### config.mk
export PLATFORM = sky130hd
export DESIGN_NAME = retx_path_sel
export DESIGN_NICKNAME = d
export VERILOG_FILES = /design/src/rtl/retx_pkg.sv /design/src/rtl/retx_rst_sync.sv /design/src/rtl/retx_timer.sv /design/src/rtl/retx_path_ptr.sv /design/src/rtl/retx_ctrl.sv /design/src/rtl/retx_path_sel.sv
export SDC_FILE = /design/constraint.sdc
export NUM_CORES = 1
export LEC_CHECK = 0
export ABC_AREA = 1
export ABC_CLOCK_PERIOD_IN_PS = 1300
export BUFFER_PORTS_ARGS = -buffer_cell sky130_fd_sc_hd__buf_2
export CORE_ASPECT_RATIO = 0.8
export CORE_MARGIN = 1
export CORE_UTILIZATION = 50
export DETAILED_ROUTE_END_ITERATION = 10
export GPL_ROUTABILITY_DRIVEN = 0
export MAX_ROUTING_LAYER = met4
export PLACE_DENSITY = 0.88
export SLEW_MARGIN = 20
export SYNTH_ARGS = -nofsm -noshare
export SYNTH_HDL_FRONTEND = slang
export SYNTH_SLANG_ARGS = --single-unit
### constraint.sdc
create_clock -name clk -period 1.3 [get_ports clk]
set_input_delay 0.065 -clock clk [delete_from_list [all_inputs] [get_ports clk]]
set_output_delay 0.065 -clock clk [all_outputs]
set_load 0.01 [all_outputs]
### src/rtl/retx_pkg.sv
package retx_pkg;

  typedef enum logic [2:0] {
    ST_IDLE = 3'd0,
    ST_SEND = 3'd1,
    ST_WAIT = 3'd2,
    ST_DONE = 3'd3,
    ST_FAIL = 3'd4
  } retx_state_e;

endpackage

### src/rtl/retx_rst_sync.sv
module retx_rst_sync (
  input  logic clk,
  input  logic rst_n,
  output logic rst_sync_n
);

  logic [1:0] stage_q;

  always_ff @(posedge clk or negedge rst_n) begin
    if (!rst_n) stage_q <= 2'b00;
    else        stage_q <= {stage_q[0], 1'b1};
  end

  assign rst_sync_n = stage_q[1];

endmodule

### src/rtl/retx_timer.sv
module retx_timer #(
  parameter int unsigned TIMEOUT_CYC = 16
) (
  input  logic clk,
  input  logic rst_n,
  input  logic load,
  input  logic run,
  output logic expired
);

  localparam int unsigned CNT_W = $clog2(TIMEOUT_CYC + 1);
  localparam logic [CNT_W-1:0] RELOAD = CNT_W'(TIMEOUT_CYC - 1);

  logic [CNT_W-1:0] cnt_q, cnt_d;
  logic             cnt_en;

  // load wins over countdown; countdown stops at zero
  always_comb begin
    cnt_en = 1'b0;
    cnt_d  = cnt_q;
    if (load) begin
      cnt_en = 1'b1;
      cnt_d  = RELOAD;
    end else if (run && (cnt_q != '0)) begin
      cnt_en = 1'b1;
      cnt_d  = cnt_q - 1'b1;
    end
  end

  always_ff @(posedge clk or negedge rst_n) begin
    if (!rst_n)      cnt_q <= '0;
    else if (cnt_en) cnt_q <= cnt_d;
  end

  assign expired = run && (cnt_q == '0);

  // counter never exceeds the window length
  assert_timer_bounded_R4: assert property (@(posedge clk) disable iff (!rst_n)
    cnt_q <= RELOAD);

  // a load always yields a full window on the next cycle
  assert_timer_reload_R4: assert property (@(posedge clk) disable iff (!rst_n)
    load |=> !expired || (TIMEOUT_CYC == 1));

endmodule

### src/rtl/retx_path_ptr.sv
module retx_path_ptr #(
  parameter int unsigned NUM_PATHS = 4,
  parameter int unsigned PATH_W    = (NUM_PATHS > 1) ? $clog2(NUM_PATHS) : 1
) (
  input  logic              clk,
  input  logic              rst_n,
  input  logic              start,
  input  logic              advance,
  input  logic              success,
  output logic [PATH_W-1:0] cur_path
);

  localparam logic [PATH_W-1:0] LAST_IDX = PATH_W'(NUM_PATHS - 1);

  logic [PATH_W-1:0] cur_q, cur_d, good_q, step_path;
  logic              cur_en;

  generate
    if ((NUM_PATHS & (NUM_PATHS - 1)) == 0) begin : g_pow2_wrap
      assign step_path = cur_q + 1'b1;
    end else begin : g_cmp_wrap
      assign step_path = (cur_q == LAST_IDX) ? '0 : cur_q + 1'b1;
    end
  endgenerate

  always_comb begin
    cur_en = 1'b0;
    cur_d  = cur_q;
    if (start) begin
      cur_en = 1'b1;
      cur_d  = good_q;
    end else if (advance) begin
      cur_en = 1'b1;
      cur_d  = step_path;
    end
  end

  always_ff @(posedge clk or negedge rst_n) begin
    if (!rst_n)      cur_q <= '0;
    else if (cur_en) cur_q <= cur_d;
  end

  always_ff @(posedge clk or negedge rst_n) begin
    if (!rst_n)       good_q <= '0;
    else if (success) good_q <= cur_q;
  end

  assign cur_path = cur_q;

  // index stays inside the path range
  assert_path_in_range_R5: assert property (@(posedge clk) disable iff (!rst_n)
    cur_q <= LAST_IDX);

  // a retry always lands on another path
  assert_retry_new_path_R5: assert property (@(posedge clk) disable iff (!rst_n)
    (advance && !start && NUM_PATHS > 1) |=> cur_q != $past(cur_q));

  // a new message starts on the remembered path
  assert_start_on_good_R6: assert property (@(posedge clk) disable iff (!rst_n)
    (start && !success) |=> cur_q == $past(good_q));

endmodule

### src/rtl/retx_ctrl.sv
module retx_ctrl
  import retx_pkg::*;
#(
  parameter int unsigned MAX_TRIES = 3,
  parameter int unsigned TRY_W     = $clog2(MAX_TRIES + 1)
) (
  input  logic             clk,
  input  logic             rst_n,
  input  logic             in_valid,
  input  logic             ack_valid,
  input  logic             ack_tag,
  input  logic             expired,
  output logic             in_ready,
  output logic             accept,
  output logic             send,
  output logic             waiting,
  output logic             retry,
  output logic             success,
  output logic             done,
  output logic             fail,
  output logic             tag,
  output logic [TRY_W-1:0] tries
);

  localparam logic [TRY_W-1:0] TRY_LIMIT = TRY_W'(MAX_TRIES);

  retx_state_e      state_q, state_d;
  logic             tag_q, tag_en;
  logic [TRY_W-1:0] try_q, try_d;
  logic             try_en;
  logic             ack_hit, at_limit;

  assign ack_hit  = (state_q == ST_WAIT) && ack_valid && (ack_tag == tag_q);
  assign at_limit = (try_q == TRY_LIMIT);

  // next-state
  always_comb begin
    state_d = state_q;
    case (state_q)
      ST_IDLE: if (in_valid) state_d = ST_SEND;
      ST_SEND: state_d = ST_WAIT;
      ST_WAIT: begin
        if (ack_hit)       state_d = ST_DONE;
        else if (expired)  state_d = at_limit ? ST_FAIL : ST_SEND;
      end
      ST_DONE: state_d = ST_IDLE;
      ST_FAIL: state_d = ST_IDLE;
      default: state_d = ST_IDLE;
    endcase
  end

  always_ff @(posedge clk or negedge rst_n) begin
    if (!rst_n) state_q <= ST_IDLE;
    else        state_q <= state_d;
  end

  // attempt counter: 1 on accept, +1 on each retry
  always_comb begin
    try_en = 1'b0;
    try_d  = try_q;
    if (accept) begin
      try_en = 1'b1;
      try_d  = TRY_W'(1);
    end else if (retry) begin
      try_en = 1'b1;
      try_d  = try_q + 1'b1;
    end
  end

  always_ff @(posedge clk or negedge rst_n) begin
    if (!rst_n)      try_q <= '0;
    else if (try_en) try_q <= try_d;
  end

  // tag flips once per finished message
  assign tag_en = (state_q == ST_DONE) || (state_q == ST_FAIL);

  always_ff @(posedge clk or negedge rst_n) begin
    if (!rst_n)      tag_q <= 1'b0;
    else if (tag_en) tag_q <= ~tag_q;
  end

  assign in_ready = (state_q == ST_IDLE);
  assign accept   = in_ready && in_valid;
  assign send     = (state_q == ST_SEND);
  assign waiting  = (state_q == ST_WAIT);
  assign retry    = waiting && !ack_hit && expired && !at_limit;
  assign success  = ack_hit;
  assign done     = (state_q == ST_DONE);
  assign fail     = (state_q == ST_FAIL);
  assign tag      = tag_q;
  assign tries    = try_q;

  // handshake leads to a first launch next cycle
  assert_accept_launch_R2: assert property (@(posedge clk) disable iff (!rst_n)
    accept |=> (send && tries == TRY_W'(1)));

  // matching acknowledgement retires without relaunch
  assert_ack_retires_R3: assert property (@(posedge clk) disable iff (!rst_n)
    success |=> (done && !send));

  // timeout below the limit causes a launch next cycle
  assert_resend_after_timeout_R4: assert property (@(posedge clk) disable iff (!rst_n)
    (waiting && expired && !ack_valid && !at_limit) |=> send);

  // error only after the full number of attempts
  assert_fail_at_limit_R7: assert property (@(posedge clk) disable iff (!rst_n)
    fail |-> (tries == TRY_LIMIT && !done));

  // wrong-tag acknowledgement leaves the wait untouched
  assert_stale_ack_ignored_R8: assert property (@(posedge clk) disable iff (!rst_n)
    (waiting && ack_valid && ack_tag != tag && !expired) |=> waiting);

  // tag inverts after each finished message
  assert_tag_flips_R9: assert property (@(posedge clk) disable iff (!rst_n)
    (done || fail) |=> (tag != $past(tag)));

  // tag constant while a message is in flight
  assert_tag_steady_R9: assert property (@(posedge clk) disable iff (!rst_n)
    (send || waiting) |=> $stable(tag));

endmodule

### src/rtl/retx_path_sel.sv
module retx_path_sel #(
  parameter int unsigned DATA_W      = 16,
  parameter int unsigned NUM_PATHS   = 4,
  parameter int unsigned TIMEOUT_CYC = 12,
  parameter int unsigned MAX_TRIES   = 3,
  parameter int unsigned PATH_W      = (NUM_PATHS > 1) ? $clog2(NUM_PATHS) : 1,
  parameter int unsigned TRY_W       = $clog2(MAX_TRIES + 1)
) (
  input  logic              clk,
  input  logic              rst_n,
  input  logic              msg_valid,
  output logic              msg_ready,
  input  logic [DATA_W-1:0] msg_data,
  output logic              link_send,
  output logic [PATH_W-1:0] link_sel,
  output logic [DATA_W-1:0] link_data,
  output logic              link_tag,
  input  logic              ack_valid,
  input  logic              ack_tag,
  output logic              msg_done,
  output logic              msg_error,
  output logic [TRY_W-1:0]  attempt_no
);

  logic              rst_sync_n;
  logic              accept, waiting, retry, success, expired;
  logic [DATA_W-1:0] payload_q;

  retx_rst_sync u_rst_sync (
    .clk        (clk),
    .rst_n      (rst_n),
    .rst_sync_n (rst_sync_n)
  );

  retx_ctrl #(
    .MAX_TRIES (MAX_TRIES),
    .TRY_W     (TRY_W)
  ) u_ctrl (
    .clk       (clk),
    .rst_n     (rst_sync_n),
    .in_valid  (msg_valid),
    .ack_valid (ack_valid),
    .ack_tag   (ack_tag),
    .expired   (expired),
    .in_ready  (msg_ready),
    .accept    (accept),
    .send      (link_send),
    .waiting   (waiting),
    .retry     (retry),
    .success   (success),
    .done      (msg_done),
    .fail      (msg_error),
    .tag       (link_tag),
    .tries     (attempt_no)
  );

  retx_timer #(
    .TIMEOUT_CYC (TIMEOUT_CYC)
  ) u_timer (
    .clk     (clk),
    .rst_n   (rst_sync_n),
    .load    (link_send),
    .run     (waiting),
    .expired (expired)
  );

  retx_path_ptr #(
    .NUM_PATHS (NUM_PATHS),
    .PATH_W    (PATH_W)
  ) u_path (
    .clk      (clk),
    .rst_n    (rst_sync_n),
    .start    (accept),
    .advance  (retry),
    .success  (success),
    .cur_path (link_sel)
  );

  // payload holding register, written only on handshake
  always_ff @(posedge clk or negedge rst_sync_n) begin
    if (!rst_sync_n)  payload_q <= '0;
    else if (accept)  payload_q <= msg_data;
  end

  assign link_data = payload_q;

  // payload is frozen while the message is outstanding
  assert_payload_held_R2: assert property (@(posedge clk) disable iff (!rst_sync_n)
    (!msg_ready) |=> $stable(link_data) || $past(msg_ready));

  // completion and error never coincide with a launch
  assert_pulses_exclusive_R3: assert property (@(posedge clk) disable iff (!rst_sync_n)
    $onehot0({link_send, msg_done, msg_error}));

endmodule

==> qor.csv <==
metric;value;unit
htreeDepth;2;
die_area;3150;um2
antenna_found_initial;0;
synth_top_area_share;0.547;
cts.sinks;32;
clkTransAtPathRegs;100;ps
synth-seq-cells;32;
cts_buffers;5;
crit_fanout;3;
synth_area;1460;um2
vias_per_cell;4.72;
clockBufferDepth;2;
setup_slack;22.8;ps
synth_edf_count;0;
dp.final_hpwl;2090;um
fillerInstances;168;
pre_cts_slack;-52.5;ps
critPathArrivalTime;1210;ps
rsz0062_at_grt;true;
hold_violations;0;
io_buffers;45;
critPathCaptureType;primary output;
yosysTopAreaCell;dfrtp_1;
cp-start-kind;flip-flop;
final_layout_size_suffix_gt1_frac;0.360;
ys_types;19;
boundaryPins;46;
setup-violations-final;0;
slew_violations;0;
async_flop_share;1.00;
grt_pass1_vias;1313;
dp_cells;260;
start_util;0.529;
wl;3670;um
final_util;0.803;
nets;280;
p_leak;1.23;nW
setup.worst_path.class;flip-flop to primary output;
max_cap_violations;0;
finClkSkew;12.5;ps
detail-route-antenna-nets;0;
areaGrowthSynthToFinish;51.7;%
yosysSeqAreaShare;0.547;
synth.area.top_cells;dfrtp_1, nand2_1, inv_1, nand3_1, nand3_2;
die_w;62.5;um
fin_cells;296;
drt_iter0_drc;57;
postSynthNetCount;197;
grt_overflow_total;0;
ys.flop_type;dfrtp_1;
synthTopCellsByCount;nand2_1, dfrtp_1, inv_1, nand3_1, nor2_1;
whs;23.1;ps
cts_root_buf;clkbuf_4;
grt_first_pass_wirelength;5660;um
min_path_type;primary input to async pin;
grt_util_all_layers;0.251;
synth_most_common_cell;nand2_1;
postSynthAreaPerCell;8.41;um2
dr_total_vias;1398;
p_per_area;2350;nW/um2
cts_tree;yes;
grt_max_degree;23;
n_antenna_cell;0;
rows;17;
insertion_delay;350;ps
core;2770;um2
die_h;50.4;um
detail_route.wl_per_cell;12.4;um
period_share;0.982;
post-route-min-period;1280;ps
first_pass_iters;4;
drcViolationCount;0;
required;1240;ps
ir_drop;1.37;mV
yosys_warnings;0;
fmax;783;MHz
syn_inst;174;
status;finished clean;
-- critical path, stage by stage (launching register included) --
cell     delay [ps]
dfrtp_1         430
buf_6           140
inv_2            60
nand3_4          80
inv_2            70
buf_6            90
-- path summary, 6_finish.rpt --
path	start	to	slack, ps	depth (start not counted)
max in group asynchronous	u_rst_sync.stage_q[1]$_DFF_PN0_	u_ctrl.state_q[0]$_DFFE_PN0P_	910	1
min in group clk	msg_valid	link_data[14]$_DFFE_PN0P_	150	4
min	rst_n	u_rst_sync.stage_q[0]$_DFF_PN0_	20	2
max reg2reg	u_ctrl.state_q[2]$_DFFE_PN0P_	u_path.cur_path[0]$_DFFE_PN0P_	40	7
max	u_ctrl.state_q[1]$_DFFE_PN0P_	link_send	20	5
min reg2reg	u_rst_sync.stage_q[1]$_DFF_PN0_	link_data[11]$_DFFE_PN0P_	190	1
-- layout by cell type (no fill, tap or decap), types with 2 or more instances in the layout --
cell type / n
nor2_1: 5
dlygate4sd3_1: 17
buf_6: 3
nand2_1: 77
inv_1: 11
dfrtp_1: 31
buf_4: 15
buf_2: 43
nand3_1: 8
clkbuf_4: 5
nand4_1: 2
nand2_2: 2
nor2_4: 4
xor2_1: 3
inv_2: 4
nand3_4: 3
o21ai_0: 6
nand2_4: 3
a21oi_1: 3
clkbuf_8: 2
-- cell families (layout without fill, tap and decap cells) --
family,after synthesis,in the layout,share of synthesized area
adders and majority gates,2,2,0.0171
DFF,32,32,0.547
xor gates and xnor gates,3,3,0.0180
buffers and inverters,20,104,0.0641
AOI/OAI and AO/OA,9,9,0.0308
other,1,1,0.00256
and+or+nand+nor,107,107,0.321
-- power breakdown --
group	total (mW)	switching, mW	internal (mW)
Clock	0.858	0.347	0.510
Sequential	1.76	0.318	1.44
Combinational	2.60	1.45	1.15
-- what timing repair did --
action / 4_1_cts / 5_1_grt
setup buffers: 5 / 6
hold buffers: 17 / 0
hold endpoints to repair: 18 / 0
pin swaps: 3 / 8
resized for setup: 9 / 18
setup endpoints to repair: 6 / 22
-- sequential cells by signal (all words and copies together), names as in the netlist --
| register | count |
|---|---|
| link_data | 16 |
| u_ctrl.state_q | 3 |
| u_ctrl.tag | 1 |
| u_ctrl.tries | 2 |
| u_path.cur_path | 2 |
| u_path.good_q | 2 |
| u_rst_sync.stage_q | 2 |
| u_timer.cnt_q | 4 |
-- layout make-up --
class                      count  area (um2)  share of cell area
sequential                    32         802               0.361
multi-input combinational    122         653               0.294
timing repair buffer          79         552               0.248
inverter                      17        71.3              0.0321
clock buffer                   7        65.1              0.0293
tap                           38        47.5              0.0214
clock inverter                 1        30.0              0.0135
-- through the flow --
step	power [mW]	setup TNS [ps]	cell area (um2)
global route	5.63	-179	2220
global placement	3.68	0	1760
CTS	4.83	-20.7	2100
floorplan	3.05	0	1460
finish	5.22	0	2220
detailed placement	3.75	-175	1760
-- per-layer routing --
layer  track usage  routed length (um)
met4        0.0581                  47
met1         0.297                1620
met3        0.0795                 192
met2         0.420                1810
met5             -                   0
(Power assumes the default switching activity.)
